`src/rtl/lfc_pkg.sv`:
```
package lfc_pkg;

   typedef enum logic {
      FC_CREDIT = 1'b0,
      FC_ONOFF  = 1'b1
   } fc_mode_e;

   function automatic int unsigned idx_w(input int unsigned n);
      return (n > 1) ? $clog2(n) : 1;
   endfunction

endpackage

```
`src/rtl/lfc_pipe.sv`:
```
module lfc_pipe #(
   parameter int          W       = 1,
   parameter int          STAGES  = 1,
   parameter logic [W-1:0] RST_VAL = '0
) (
   input  logic         clk,
   input  logic         rst_n,
   input  logic [W-1:0] d,
   output logic [W-1:0] q
);

   if (STAGES < 0) begin : g_bad_stages
      $error("lfc_pipe: STAGES must not be negative");
   end

   if (STAGES == 0) begin : g_wire
      logic unused_clk;
      assign unused_clk = clk ^ rst_n;
      assign q = d;
   end else begin : g_regs
      logic [W-1:0] stg [STAGES];
      always_ff @(posedge clk) begin
         if (!rst_n) begin
            for (int i = 0; i < STAGES; i++) stg[i] <= RST_VAL;
         end else begin
            stg[0] <= d;
            for (int i = 1; i < STAGES; i++) stg[i] <= stg[i-1];
         end
      end
      assign q = stg[STAGES-1];
   end

endmodule

```
`src/rtl/lfc_credit_ctr.sv`:
```
module lfc_credit_ctr #(
   parameter int DEPTH = 8,
   localparam int CW   = $clog2(DEPTH + 1)
) (
   input  logic clk,
   input  logic rst_n,
   input  logic take_i,
   input  logic give_i,
   output logic avail_o,
   output logic ovf_o
);

   localparam logic [CW-1:0] FULL = CW'(DEPTH);

   logic [CW-1:0] cnt_q;
   logic          taken;
   logic          at_full;

   assign avail_o = (cnt_q != '0);
   assign taken   = take_i && avail_o;
   assign at_full = (cnt_q == FULL);
   assign ovf_o   = give_i && at_full && !taken;

   always_ff @(posedge clk) begin
      if (!rst_n) begin
         cnt_q <= FULL;
      end else begin
         unique case ({give_i, taken})
            2'b10:   if (!at_full) cnt_q <= cnt_q + 1'b1;
            2'b01:   cnt_q <= cnt_q - 1'b1;
            default: cnt_q <= cnt_q;
         endcase
      end
   end

endmodule

```
`src/rtl/link_fc_tx.sv`:
```
module link_fc_tx
   import lfc_pkg::*;
#(
   parameter int       NUM_VC     = 4,
   parameter int       BUF_DEPTH  = 8,
   parameter int       RET_STAGES = 1,
   parameter int       LINK_RTT   = 4,
   parameter fc_mode_e MODE       = FC_CREDIT,
   localparam int      VCW        = (NUM_VC > 1) ? $clog2(NUM_VC) : 1
) (
   input  logic              clk,
   input  logic              rst_n,
   input  logic              send_i,
   input  logic [VCW-1:0]    send_vc_i,
   input  logic              cred_i,
   input  logic [VCW-1:0]    cred_vc_i,
   input  logic [NUM_VC-1:0] xon_i,
   output logic [NUM_VC-1:0] can_send_o,
   output logic              ovf_o
);

   if (NUM_VC < 1) begin : g_bad_vc
      $error("link_fc_tx: NUM_VC must be at least 1");
   end
   if (BUF_DEPTH < 1) begin : g_bad_depth
      $error("link_fc_tx: BUF_DEPTH must be at least 1");
   end
   if (LINK_RTT < RET_STAGES + 1) begin : g_bad_rtt
      $error("link_fc_tx: LINK_RTT shorter than the return path");
   end
   if (MODE == FC_CREDIT && BUF_DEPTH < LINK_RTT) begin : g_bad_cover
      $error("link_fc_tx: BUF_DEPTH does not cover the credit round trip");
   end

   // Delayed credit as seen by the counters; the checker also watches it.
   logic           ret_hit_v;
   logic [VCW-1:0] ret_vc_w;

   if (MODE == FC_CREDIT) begin : g_credit
      logic [NUM_VC-1:0] ovf_v;
      logic              ovf_q;
      logic              unused_xon;

      assign unused_xon = ^xon_i;

      lfc_pipe #(
         .W      (VCW + 1),
         .STAGES (RET_STAGES),
         .RST_VAL('0)
      ) u_ret (
         .clk  (clk),
         .rst_n(rst_n),
         .d    ({cred_i, cred_vc_i}),
         .q    ({ret_hit_v, ret_vc_w})
      );

      for (genvar v = 0; v < NUM_VC; v++) begin : g_vc
         lfc_credit_ctr #(.DEPTH(BUF_DEPTH)) u_ctr (
            .clk    (clk),
            .rst_n  (rst_n),
            .take_i (send_i && (send_vc_i == VCW'(v))),
            .give_i (ret_hit_v && (ret_vc_w == VCW'(v))),
            .avail_o(can_send_o[v]),
            .ovf_o  (ovf_v[v])
         );
      end

      always_ff @(posedge clk) begin
         if (!rst_n) ovf_q <= 1'b0;
         else        ovf_q <= ovf_q | (|ovf_v);
      end
      assign ovf_o = ovf_q;

   end else begin : g_onoff
      logic unused_tx;

      assign unused_tx = ^{send_i, send_vc_i, cred_i, cred_vc_i};
      assign ret_hit_v = 1'b0;
      assign ret_vc_w  = '0;

      lfc_pipe #(
         .W      (NUM_VC),
         .STAGES (RET_STAGES),
         .RST_VAL({NUM_VC{1'b1}})
      ) u_xon (
         .clk  (clk),
         .rst_n(rst_n),
         .d    (xon_i),
         .q    (can_send_o)
      );

      assign ovf_o = 1'b0;
   end

endmodule

```
`config.mk`:
```
export PLATFORM = sky130hd
export DESIGN_NAME = link_fc_tx
export DESIGN_NICKNAME = d
export VERILOG_FILES = /design/src/rtl/lfc_pkg.sv /design/src/rtl/lfc_pipe.sv /design/src/rtl/lfc_credit_ctr.sv /design/src/rtl/link_fc_tx.sv
export SDC_FILE = /design/constraint.sdc
export NUM_CORES = 1
export LEC_CHECK = 0
export BUFFER_PORTS_ARGS = -buffer_cell sky130_fd_sc_hd__buf_2
export CORE_MARGIN = 4
export CORE_UTILIZATION = 26
export DETAILED_ROUTE_END_ITERATION = 12
export GPL_ROUTABILITY_DRIVEN = 0
export REMOVE_ABC_BUFFERS = 1
export SLEW_MARGIN = 10
export SYNTH_ARGS = -nofsm -noshare
export SYNTH_HDL_FRONTEND = slang
export SYNTH_SLANG_ARGS = --single-unit
```
`constraint.sdc`:
```
create_clock -name clk -period 1.9 [get_ports clk]
set_input_delay 0.475 -clock clk [delete_from_list [all_inputs] [get_ports clk]]
set_output_delay 0.475 -clock clk [all_outputs]
set_load 0.01 [all_outputs]
```
==> run_results.csv <==
group,metric,value,unit
pwr,clockPowerShare,24.6,%
sta,rsz0062_at_grt,"yes",
worst_setup_path,cp.arrival,1340,ps
pwr,powerDensity,627.8,nW/µm²
worst_setup_path,slowest_stage,"dfxtp_1",
worst_setup_path,cpPeakStageDelay,380,ps
synth,ys.flop_type,"dfxtp_1",
global_route,grt_pass1_vias,1239,
worst_setup_path,crit_path_end_kind,"output pin",
outcome,status,"finished clean",
synth,async_flop_share,0,%
floorplan,ios,17,
synth,synth_edf_count,0,
worst_setup_path,worstPathRequired,1420,ps
global_route,grt_max_degree,33,
placed_design,placed_area,1687,µm²
cts,cts_tree,"done",
worst_setup_path,crit_family,"flip-flops",
synth,ys_ff_latch,20,
pwr,vdd_ir_drop_max,429.5,µV
floorplan,die_h,82.26,µm
cts,clk_pin_slew,80,ps
synth,synth_top_area_share,27.92,%
routing,avgRoutedWirePerCell,11.33,µm
placed_design,io_buffer_count,12,
layout,stdcell_area,1826,µm²
sta,setup_violations,0,
layout,most-common-layout-cells,"buf_4 (31), nand2_1 (23), mux2i_1 (16)",
sta,hold_viol,0,
layout,diodes,0,
worst_setup_path,crit_type,"reg -> out",
sta,min_period,1813,ps
routing,antenna_left,0,
cts,numClockSinks,20,
global_route,gr-total-overflow,0,
global_route,grt_use_total,10.08,%
synth,seq_area_frac_synth,27.92,%
cts,cts_buffers,3,
synth,syn-cell-area,1434,µm²
floorplan,fp-row-count,26,
cts,ctsHoldBuffers,0,
synth,synth_cell_types,35,
worst_setup_path,startpoint_type,"flop",
worst_setup_path,crit_buf_inv,3,
pwr,seq_power_share,43.2,%
routing,drt_iter0_drc,89,
placed_design,hpwlAfterDp,2229,µm
cts,h-tree-depth,1,
cts,root_buffer,"clkbuf_8",
pwr,p_switching,0.0003539,W
routing,viasPerCell,4.769,
floorplan,die_area,6767,µm²
floorplan,die_w,82.26,µm
layout,syn_to_final_growth,27.31,%
flow_run,drv_cap,0,
floorplan,initial_core_util,27.38,%
layout,layout-drive-gt1-share,32.51,%
routing,drc,0,
synth,syn-instance-count,172,
layout,fillers,553,
cts,clk_path_buf_depth,2,
sta,fmax,551.5,MHz
sta,worstMarginPinSlew,537.7,ps
pwr,power_frac_comb,32.2,%
worst_setup_path,critical_path_peak_fanout,6,
layout,final_common_cell,"buf_4",
routing,routed_wirelength,3094,µm
global_route,grt_pass1_wl,5451,µm
pwr,p_total,0.001146,W
global_route,antenna_found_initial,0,
worst_setup_path,ff2ff_setup_slack,140,ps
routing,dr_total_vias,1302,
synth,synth_warnings,0,
cts,clock_latency,260,ps
pwr,swShare,30.88,%
layout,final_nets,221,
sta,relSlewSlack,64.15,%
pwr,cell_internal_pwr,0.0007921,W
synth,synth_area_leaders,"dfxtp_1 (28%), mux2i_1 (11%), nand2_1 (6.0%), a221oi_2 (4.2%), ha_1 (3.5%)",
synth,synth.avg_cell_area,8.336,µm²
sta,finalClockSkew,7.730,ps
pwr,leakagePower,0.7524,nW
sta,period_share,95.44,%
routing,drt_first_pass_iters,4,
worst_setup_path,crit_chain,"nor4_2 > buf_4 > inv_1 > buf_2",
sta,slew_violations,0,
floorplan,core,5238,µm²
synth,yosysTopAreaCell,"dfxtp_1",
hold_path,holdCritPathClass,"in -> reg",
repair_timing:
action | in CTS | in global routing
setup endpoints to repair | 0 | 6
setup buffers | 0 | 5
gates resized for setup | 0 | 14
per-layer routing:
| metal | vias to the layer above | share of wire, % | GRT usage, % |
|---|---|---|---|
| li1 | 683 | - | - |
| met3 | 2 | 2.4 | 2.928 |
| met5 | - | 0 | 0 |
| met2 | 10 | 47 | 16.51 |
| met1 | 607 | 50 | 13.06 |
| met4 | 0 | 0.48 | 2.159 |
power by group through the flow:
stage	clock [W]	combinational (W)	sequential, W
2_1_floorplan	0	0.000189	0.000510
3_3_place_gp	0	0.000338	0.000496
3_5_place_dp	0	0.000344	0.000496
4_1_cts	0.000301	0.000346	0.000487
5_1_grt	0.000325	0.000417	0.000501
6_report	0.000282	0.000369	0.000495
logic make-up after synthesis:
group           synth area share (%)
compound gates                 12.04
xor+xnor                       4.887
fa+ha+maj                      3.491
buf+inv                        7.591
flops                          27.92
mux                            11.17
simple gates                   32.90
through the flow:
step	hold slack (ps)	TNS [ps]	std cells	util, %	setup slack [ps]
2_1_floorplan	480.6	0	157	-	1.629
3_3_place_gp	513.1	-400.6	265	32.20	-130.1
3_5_place_dp	520.9	-457.6	265	32.20	-159.7
4_1_cts	415.2	0	268	32.99	36.48
5_1_grt	415.5	-26.65	273	34.85	-26.65
6_report	423.8	0	273	34.85	86.63
synthesized netlist by cell type, drive strengths merged, types with 2 or more instances:
cell type	n
a21oi	7
a221oi	4
a41oi	2
and2	3
and3b	3
buf	9
clkbuf	6
dfxtp	20
ha	4
inv	5
mux2i	16
nand2	23
nand2b	8
nand3	3
nand3b	4
nand4	7
nor2	4
nor3	11
nor4	4
o21ai	4
o2bb2ai	3
or3	3
or3b	2
or4	4
xnor2	5
xor2	3
registers in the layout, summed over array words and instances, names as in the netlist:
signal and flops:
ovf_o 1, g_credit.g_vc.u_ctr.cnt_q 16, g_credit.u_ret.g_regs.stg 3
worst paths after layout:
| check | from | cells after the start | endpoint |
|---|---|---|---|
| max | g_credit.g_vc[3].u_ctr.cnt_q[3] | 4 | can_send_o[3] |
| min | cred_vc_i[0] | 2 | g_credit.u_ret.g_regs.stg[0][0] |
| max reg2reg | g_credit.g_vc[2].u_ctr.cnt_q[3] | 9 | g_credit.g_vc[2].u_ctr.cnt_q[2] |
| min reg2reg | g_credit.g_vc[0].u_ctr.cnt_q[2] | 2 | g_credit.g_vc[0].u_ctr.cnt_q[2] |
area by class of cell:
type | instances | area (µm²) | share of cell area, %
sequential | 20 | 406.6 | 22.28
inverter | 5 | 18.77 | 1.028
timing repair buffer | 43 | 292.8 | 16.04
multi-input combinational | 132 | 978.4 | 53.60
clock buffer | 3 | 41.29 | 2.262
tap | 70 | 87.58 | 4.798
Note: power is estimated with default switching activity, not from simulation.
